--- src/rtl/qpu_pkg.sv ---
package qpu_pkg;
    typedef enum logic [1:0] {
        FLT_NONE = 2'd0,
        FLT_UD   = 2'd1,
        FLT_NM   = 2'd2,
        FLT_MF   = 2'd3
    } fault_e;

    typedef enum logic {
        S_IDLE   = 1'b0,
        S_REPORT = 1'b1
    } state_e;

    localparam logic [7:0] PFX_REP  = 8'hF3;
    localparam logic [7:0] ESC_BYTE = 8'h0F;
    localparam logic [7:0] OPC_MOVE = 8'hD6;
endpackage

--- src/rtl/qpu_decode.sv ---
module qpu_decode
    import qpu_pkg::*;
#(
    parameter int SRC_AW = 3,
    parameter int DST_AW = 4
) (
    input  logic [7:0]        pfx,
    input  logic              lock_pfx,
    input  logic [7:0]        esc,
    input  logic [7:0]        opc,
    input  logic [7:0]        modrm,
    input  logic              rex_r,
    input  logic              task_sw,
    input  logic              emulate,
    input  logic              os_save,
    input  logic              feat_ok,
    input  logic              fp_pend,
    output fault_e            verdict,
    output logic [DST_AW-1:0] dst_idx,
    output logic [SRC_AW-1:0] src_idx
);
    logic enc_match;
    logic ud_hit;

    assign enc_match = (pfx == PFX_REP) && (esc == ESC_BYTE) &&
                       (opc == OPC_MOVE) && (modrm[7:6] == 2'b11);
    assign ud_hit    = !enc_match || emulate || !os_save || !feat_ok || lock_pfx;
    assign dst_idx   = DST_AW'({rex_r, modrm[5:3]});
    assign src_idx   = SRC_AW'(modrm[2:0]);

    // fixed priority: undefined opcode, then device, then math
    always_comb begin
        if (ud_hit)       verdict = FLT_UD;
        else if (task_sw) verdict = FLT_NM;
        else if (fp_pend) verdict = FLT_MF;
        else              verdict = FLT_NONE;
    end
endmodule

--- src/rtl/qpu_regfile.sv ---
module qpu_regfile #(
    parameter int DEPTH = 8,
    parameter int WIDTH = 64,
    localparam int AW   = $clog2(DEPTH)
) (
    input  logic             clk,
    input  logic             rst,
    input  logic             we,
    input  logic [AW-1:0]    waddr,
    input  logic [WIDTH-1:0] wdata,
    input  logic [AW-1:0]    raddr_a,
    output logic [WIDTH-1:0] rdata_a,
    input  logic [AW-1:0]    raddr_b,
    output logic [WIDTH-1:0] rdata_b
);
    logic [WIDTH-1:0] mem_q [DEPTH];

    for (genvar g = 0; g < DEPTH; g++) begin : g_ent
        always_ff @(posedge clk) begin
            if (rst)                          mem_q[g] <= '0;
            else if (we && waddr == AW'(g))   mem_q[g] <= wdata;
        end
    end

    assign rdata_a = mem_q[raddr_a];
    assign rdata_b = mem_q[raddr_b];
endmodule

--- src/rtl/qw_promote_unit.sv ---
module qw_promote_unit
    import qpu_pkg::*;
#(
    parameter int SRC_DEPTH = 8,
    parameter int DST_DEPTH = 16,
    parameter int SRC_W     = 64,
    parameter int DST_W     = 128,
    parameter int STK_SLOTS = 8,
    localparam int SRC_AW   = $clog2(SRC_DEPTH),
    localparam int DST_AW   = $clog2(DST_DEPTH),
    localparam int TOS_W    = $clog2(STK_SLOTS),
    localparam int TAG_W    = 2 * STK_SLOTS
) (
    input  logic              clk,
    input  logic              rst,
    input  logic              req_valid,
    output logic              req_ready,
    input  logic [7:0]        req_pfx,
    input  logic              req_lock,
    input  logic [7:0]        req_esc,
    input  logic [7:0]        req_opc,
    input  logic [7:0]        req_modrm,
    input  logic              req_rex_r,
    input  logic              ctl_task_sw,
    input  logic              ctl_emulate,
    input  logic              ctl_os_save,
    input  logic              feat_vec2,
    input  logic              fp_pending,
    input  logic              src_we,
    input  logic [SRC_AW-1:0] src_waddr,
    input  logic [SRC_W-1:0]  src_wdata,
    input  logic [DST_AW-1:0] dst_raddr,
    output logic [DST_W-1:0]  dst_rdata,
    output logic              retire_pulse,
    output logic              fault_pulse,
    output logic [1:0]        fault_code,
    output logic [TOS_W-1:0]  stack_top,
    output logic [TAG_W-1:0]  tag_word
);
    state_e              state_q, state_d;
    fault_e              verdict;
    logic [DST_AW-1:0]   dst_idx;
    logic [SRC_AW-1:0]   src_idx;
    logic [SRC_W-1:0]    src_val;
    logic [SRC_W-1:0]    src_unused;
    logic [DST_W-1:0]    dst_unused;
    logic                accept;
    logic                commit;

    assign req_ready = (state_q == S_IDLE);
    assign accept    = req_valid && req_ready;
    assign commit    = accept && (verdict == FLT_NONE);

    qpu_decode #(.SRC_AW(SRC_AW), .DST_AW(DST_AW)) decode_i (
        .pfx(req_pfx), .lock_pfx(req_lock), .esc(req_esc), .opc(req_opc),
        .modrm(req_modrm), .rex_r(req_rex_r), .task_sw(ctl_task_sw),
        .emulate(ctl_emulate), .os_save(ctl_os_save), .feat_ok(feat_vec2),
        .fp_pend(fp_pending), .verdict(verdict), .dst_idx(dst_idx),
        .src_idx(src_idx)
    );

    qpu_regfile #(.DEPTH(SRC_DEPTH), .WIDTH(SRC_W)) src_file_i (
        .clk(clk), .rst(rst), .we(src_we), .waddr(src_waddr),
        .wdata(src_wdata), .raddr_a(src_idx), .rdata_a(src_val),
        .raddr_b('0), .rdata_b(src_unused)
    );

    qpu_regfile #(.DEPTH(DST_DEPTH), .WIDTH(DST_W)) dst_file_i (
        .clk(clk), .rst(rst), .we(commit), .waddr(dst_idx),
        .wdata({{(DST_W-SRC_W){1'b0}}, src_val}),
        .raddr_a(dst_raddr), .rdata_a(dst_rdata),
        .raddr_b('0), .rdata_b(dst_unused)
    );

    // state register
    always_ff @(posedge clk) begin
        if (rst) state_q <= S_IDLE;
        else     state_q <= state_d;
    end

    always_comb begin
        state_d = state_q;
        unique case (state_q)
            S_IDLE:   if (accept) state_d = S_REPORT;   // T_ACCEPT
            S_REPORT: state_d = S_IDLE;                 // T_RELEASE
            default:  state_d = S_IDLE;
        endcase
    end

    // registered outputs and stack bookkeeping
    always_ff @(posedge clk) begin
        if (rst) begin
            retire_pulse <= 1'b0;
            fault_pulse  <= 1'b0;
            fault_code   <= FLT_NONE;
            stack_top    <= '0;
            tag_word     <= '1;
        end else begin
            retire_pulse <= 1'b0;
            fault_pulse  <= 1'b0;
            fault_code   <= FLT_NONE;
            unique case (state_q)
                S_IDLE: if (accept) begin
                    if (verdict == FLT_NONE) begin
                        retire_pulse <= 1'b1;
                        stack_top    <= '0;
                        tag_word     <= '0;
                    end else begin
                        fault_pulse  <= 1'b1;
                        fault_code   <= verdict;
                    end
                end
                S_REPORT: ;
                default: ;
            endcase
        end
    end

    logic unused_ok;
    assign unused_ok = ^{src_unused, dst_unused};
endmodule

--- config.mk ---
export PLATFORM = sky130hd
export DESIGN_NAME = qw_promote_unit
export DESIGN_NICKNAME = d
export VERILOG_FILES = /design/src/rtl/qpu_pkg.sv /design/src/rtl/qpu_decode.sv /design/src/rtl/qpu_regfile.sv /design/src/rtl/qw_promote_unit.sv
export SDC_FILE = /design/constraint.sdc
export NUM_CORES = 2
export LEC_CHECK = 0
export CORE_MARGIN = 8
export CORE_UTILIZATION = 55
export CTS_BUF_LIST = sky130_fd_sc_hd__clkbuf_16
export CTS_CLUSTER_SIZE = 10
export DETAILED_ROUTE_END_ITERATION = 10
export GPL_TIMING_DRIVEN = 0
export PLACE_DENSITY = 0.76
export SKIP_CTS_REPAIR_TIMING = 1
export SYNTH_ARGS = -nofsm -noshare
export SYNTH_HDL_FRONTEND = slang
export SYNTH_SLANG_ARGS = --single-unit
--- constraint.sdc ---
create_clock -name clk -period 3.8 [get_ports clk]
set_input_delay 0.38 -clock clk [delete_from_list [all_inputs] [get_ports clk]]
set_output_delay 0.38 -clock clk [all_outputs]
set_load 0.005 [all_outputs]
Word level (Yosys, flattened, before mapping)
Memory sizes are Yosys's and may differ from the RTL's.
Index checks and enable logic that the tools add are counted.
- register bits: 21
- memory bits (writable): 1536
- bits of input ports: 114
- output and inout bits: 152
- logic and storage cells: 206
- memories: 2
- equal/unequal tests: 26
- multiplexer cells: 105
- bitwise logic cells: 26
- reductions and logical operators: 42
- memory list (memory ; words ; width ; read ports ; clocked after memory_dff ; write ports ; line ; text):
    dst_file_i.mem_q ; 16 ; 64 ; 1 ; 0 ; 16 ; qpu_regfile.sv:16 ; logic [WIDTH-1:0] mem_q [DEPTH];
    src_file_i.mem_q ; 8 ; 64 ; 1 ; 0 ; 8 ; qpu_regfile.sv:16 ;
- operators by type and width (kind ; count):
    2-to-1 mux 64 bit ; 24
    2-to-1 mux 1 bit ; 77
    equality test 4 bit (second input constant) ; 8
    logical AND 1 bit ; 29
    bitwise OR 1 bit ; 24
    equality test 4 x 3 -> 1 bit (second input constant) ; 4
    equality test 8 bit (second input constant) ; 2
    equality test 3 bit (second input constant) ; 4
    equality test 4 x 2 -> 1 bit (second input constant) ; 2
    equality test 8 x 4 -> 1 bit (second input constant) ; 1
    equality test 3 x 2 -> 1 bit (second input constant) ; 2
    2-to-1 mux 2 bit ; 3
    equality test 4 x 1 -> 1 bit (second input constant) ; 1
    logical NOT 4 bit ; 1
    logical OR 1 bit ; 4
    OR reduction 4 bit ; 1
    equality test 3 x 1 -> 1 bit (second input constant) ; 1
    logical NOT 1 bit ; 3
    logical NOT 3 bit ; 1
    AND reduction 3 bit ; 1
    OR reduction 3 bit ; 1
    equality test 2 bit (second input constant) ; 1
    logical NOT 2 bit ; 1
    inverter 1 bit ; 2
    case mux 1 bit (2 select lines) ; 1

Longest topological paths before layout
- depth after elaboration: 17
- mapped depth: 8
- depth with buffers taken out: 5

Cells and area by module
From an unflattened synthesis, not the netlist that was laid out.
- cell total of the unflattened synthesis: 8068
- area, all modules: 133545.6 sq um
- modules (own cells, without submodules) (module ; times used ; cells each ; area an instance (sq um) ; sequential area each (sq um)):
    qpu_regfile at dst_file_i ; 1 ; 6341 ; 106629.8 ; 61499.0
    qpu_regfile at src_file_i ; 1 ; 1672 ; 26405.3 ; 15374.7
    qw_promote_unit ; 1 ; 34 ; 342.8 ; 120.1
    qpu_decode ; 1 ; 21 ; 167.7 ; 0.0

Worst setup path before layout
No wires, ideal clock.
- kind: input to register
- start: input port src_waddr[2]
- end: memory src_file_i.mem_q[1][0] (enable)
- data arrival time: 3.548 ns
- setup slack: -0.247 ns
- stages: 2
- buffers on the path: 0
- cells stage by stage: nand2b_1 o21bai_1
- RTL lines (element ; line ; text):
    from (decl) ; qw_promote_unit.sv:30 ; input logic [SRC_AW-1:0] src_waddr,
    to (decl) ; qpu_regfile.sv:16 ;

Worst setup path in the final report
- start: input port dst_raddr[1]
- end: output port dst_rdata[25]
- word-level cells in the longest chain between the ends: 1
- ends and longest elaborated chain (element ; line ; text):
    from (decl) ; qw_promote_unit.sv:32 ; input logic [DST_AW-1:0] dst_raddr,
    memory (16 x 64 bit) ; -- ;
    to (decl) ; qw_promote_unit.sv:33 ; output logic [DST_W-1:0] dst_rdata,
No other way between the ends.

==> impl_metrics.csv <==
group,metric,value,unit
logic_synthesis,predominant_post_synthesis_flop_cell,"sky130_fd_sc_hd__edfxtp_1",
run,max-cap-violations,1,
routing,drc_errors,0,
min_path,hold_path.class,"input port to flop",
timing,finalMaxSlewViolations,1,
global_route,grt_pass1_wl,269000,um
setup_path,register_to_register_setup_slack,1.20,ns
die,core,129000,um2
timing,tightestPinTransition,1.50,ns
logic_synthesis,synth_common_cells,"sky130_fd_sc_hd__edfxtp_1, sky130_fd_sc_hd__and2_1, sky130_fd_sc_hd__nor3_2, sky130_fd_sc_hd__nor2_1, sky130_fd_sc_hd__mux4_2",
setup_path,worstSetupEndpointType,"output pin",
setup_path,end_point_of_the_critical_path,"dst_rdata[25]",
run_status,outcome,"complete, but fails checks",
timing,setup-violations-final,0,
setup_path,cp.required,3.42,ns
timing,timing_hold_violations_final,0,
logic_synthesis,netlist.top_cell.by_area,"sky130_fd_sc_hd__edfxtp_1",
layout,drive_gt1_share,29.6,%
timing,min_clock_period_post_route,3.70,ns
die,top_level_ports,266,
clock_network,clk_latency_worst_skew_pair,0.78,ns
routing,total_wirelength_of_the_detailed_routed_design,182000,um
clock_network,clock-sinks,1542,
logic_synthesis,synth_largest_type_area_fraction,64.8,%
global_route,grt_max_degree,65,
placed_design,gp_congestion,0.832,
timing,relSlewSlack,-0.256,%
setup_path,r2r.worst_path.cells,6,
setup_path,path_cells,"clkdlybuf4s15_1 -> clkbuf_1 -> mux4_2 -> a22oi_1 -> nand2_1 -> clkdlybuf4s50_1",
setup_path,worst_path_max_delay_cell,"sky130_fd_sc_hd__clkdlybuf4s15_1",
timing,max_freq,270,MHz
placed_design,portBuffers,192,
clock_network,cts_tree,"built",
placed_design,post-place-cells,6349,
setup_path,critical-path-top-delay-family,"buffers and inverters",
layout,final-seq-area,46200,um2
placed_design,place.detailed.hpwl,130000,um
clock_network,clock-root-buffer,"sky130_fd_sc_hd__clkbuf_16",
layout,area_growth,14.0,%
setup_path,cp_num_buf_inv,3,
timing,timing.clock.skew,0.0280,ns
setup_path,crit-reg2reg-launch,"state_q",
logic_synthesis,ys_seq_elements,1542,
routing,vias_per_std_cell,6.14,
logic_synthesis,fraction_of_the_yosys_area_taken_by_sequential_cells,65.0,%
placed_design,pre_cts_slack,-0.326,ns
global_route,gr-total-overflow,0,
pwr,power_report.internal_total,29.3,mW
setup_path,worstPathMaxFanout,10,
setup_path,setup.worst_path.class,"input port to output pin",
clock_network,cts_inserted_buffers,173,
logic_synthesis,synthArstFlopShare,0,%
pwr,power.static_leakage,26.8,nW
layout,fillers,9100,
timing,layout_worst_path_cycle_share,97.3,%
logic_synthesis,syn_area,71200,um2
logic_synthesis,synthesis.yosys.warnings,0,
logic_synthesis,synth_cell_type_count,44,
logic_synthesis,synthCells,4318,
pwr,net-switching-power,8.75,mW
pwr,combinationalPowerShare,9.7,%
setup_path,crit_cells,6,
global_route,grt_pass1_vias,42200,
die,area_enclosed_by_the_die_boundary,141000,um2
pwr,share_clk_of_total_power,38.5,%
die,std_cell_rows,132,
logic_synthesis,synthMostInstantiatedCell,"sky130_fd_sc_hd__edfxtp_1",
layout,num-nets-final,4896,
routing,route.antenna.remaining_nets,0,
routing,drt-wirelength-per-cell,27.8,um
layout,final_cells,6567,
pwr,power-per-cell-area,469,nW/um2
global_route,globalRouteTotalUtil,25.6,%
run_status,failing_checks,"capacitance limit, slew limit",
pwr,vdd_drop_max,482,uV
timing,postLayoutSetupSlackWorst,0.102,ns
logic_synthesis,synth-edff-count,1536,
timing,rsz_0062_raised_after_global_routing,"false",
timing,setup_total_negative_slack,0,ns
clock_network,cts.reportedPaths.clkPinSlew,0.06,ns
routing,dr_total_vias,40300,
logic_synthesis,syn_area_per_cell,16.5,um2
setup_path,timing.critical_path.from,"dst_raddr[1]",
setup_path,worstReg2RegEnd,"dst_file_i.mem_q[14][28]",
setup_path,worst-endpoint-arrival,3.32,ns
die,chipWidth,376,um
pwr,power_switching_share,23.0,%
pwr,seq_power_share,51.8,%
routing,detailedRoute.firstPassIterationCount,6,
die,floorplan.die.height,376,um
global_route,antenna_violations_before_repair,23,
routing,initialDrtViolationCount,4451,
clock_network,cts.path.max_buffers,3,
layout,multiInputGateArea,22400,um2
die,initial_core_util,55.2,%
logic_synthesis,netlist_top_cells_area,"sky130_fd_sc_hd__edfxtp_1, sky130_fd_sc_hd__mux4_2, sky130_fd_sc_hd__nor3_2, sky130_fd_sc_hd__and2_1, sky130_fd_sc_hd__nor2_1",
setup_path,worst_path_largest_cell_delay,0.88,ns
setup_path,start_kind,"input port",
clock_network,cts_htree_levels,4,
## how the worst min path moves through the flow
| stage | startpoint | cells after the start | end | slack (ns) |
|---|---|---|---|---|
| after floorplan | fp_pending | 2 | fault_code[0] | 0.53 |
| after global placement | state_q | 2 | fault_code[1] | 0.62 |
| after detailed placement | state_q | 2 | fault_pulse | 0.64 |
| after CTS | rst | 3 | tag_word[14] | -0.15 |
| after global routing | fp_pending | 3 | fault_code[0] | 0.29 |
| final | fp_pending | 3 | fault_code[0] | 0.30 |
## flip-flops by register name, summed over array words and instances, names as in the netlist
register,cells
state_q,1
dst_file_i.mem_q,1024
src_file_i.mem_q,512
fault_pulse,1
tag_word,1
fault_code,2
retire_pulse,1
## cell usage in the layout (no fill, tap or decap), drive strengths merged, types with 3 or more instances in the layout
| master | synthesis | layout |
|---|---|---|
| edfxtp | 1536 | 1536 |
| nor3 | 643 | 643 |
| and2 | 515 | 515 |
| nor2 | 396 | 396 |
| mux4 | 384 | 384 |
| buf | 337 | 365 |
| clkbuf | 162 | 343 |
| clkdlybuf4s50 | 0 | 192 |
| a22oi | 128 | 128 |
| nand2 | 76 | 76 |
| conb | 1 | 67 |
| mux2i | 64 | 64 |
| inv | 1 | 22 |
| a31o | 13 | 13 |
| diode | 0 | 11 |
| nor2b | 7 | 7 |
| nand4 | 7 | 7 |
| o21bai | 6 | 6 |
| dfxtp | 6 | 6 |
| clkinv | 1 | 6 |
| nand2b | 5 | 5 |
| a41o | 4 | 4 |
| and3 | 4 | 4 |
| nand4bb | 3 | 3 |
| nor4 | 3 | 3 |
## cell type report
| type | count | area share [%] |
|---|---|---|
| multi-input combinational | 2341 | 27.6 |
| sequential | 1542 | 57.0 |
| buffer | 498 | 3.72 |
| timing repair buffer | 224 | 3.16 |
| clock inverter | 26 | 0.171 |
| inverter | 2 | 0.0108 |
| tap | 1742 | 2.69 |
| clock buffer | 181 | 5.58 |
| antenna | 11 | 0.0339 |
## cells by family (layout without fill, tap and decap cells)
logic type | count (synthesis) | after routing | synth area share [%]
AO/OA/AOI/OAI | 155 | 155 | 1.66
AND/OR/NAND/NOR | 1671 | 1671 | 14.9
multiplexers | 448 | 448 | 14.2
flip-flops | 1542 | 1542 | 65.0
other | 1 | 78 | 0.00527
buffers and inverters | 501 | 931 | 4.23
## per-layer routing
layer	vias up	global-route usage [%]	wire length [um]
li1	17300	-	-
met1	20700	32.7	67200
met2	1998	43.1	90500
met3	346	6.01	18000
met4	10	9.05	6550
met5	-	0	58
## worst register-to-register path, cell delays in order, from the launching register on
cell                       delay, ns
sky130_fd_sc_hd__dfxtp_1        0.35
sky130_fd_sc_hd__or3b_4         0.19
sky130_fd_sc_hd__nor4_4         0.06
sky130_fd_sc_hd__nand2_1        0.11
sky130_fd_sc_hd__clkbuf_1       0.94
sky130_fd_sc_hd__buf_2          0.56
sky130_fd_sc_hd__nor3_2         0.09
## through the flow
| step | total power [mW] | util, % | instance area [um2] | hold WS [ns] |
|---|---|---|---|---|
| floorplan | 22.2 | - | 71400 | 0.533 |
| global placement | 23.5 | 58.5 | 75500 | 0.620 |
| detailed placement | 23.7 | 59.2 | 76400 | 0.641 |
| CTS | 38.1 | 62.8 | 81100 | -0.150 |
| global route | 38.9 | 62.9 | 81100 | 0.287 |
| finish | 38.0 | 62.9 | 81100 | 0.299 |
## power groups by stage
stage,combinational [mW],sequential [mW],clock [mW]
2_1_floorplan,2.27,20.0,0
3_3_place_gp,3.50,20.0,0
3_5_place_dp,3.67,20.0,0
4_1_cts,3.69,19.7,14.7
5_1_grt,3.90,19.8,15.3
6_report,3.71,19.7,14.6
(Power assumes the default switching activity.)
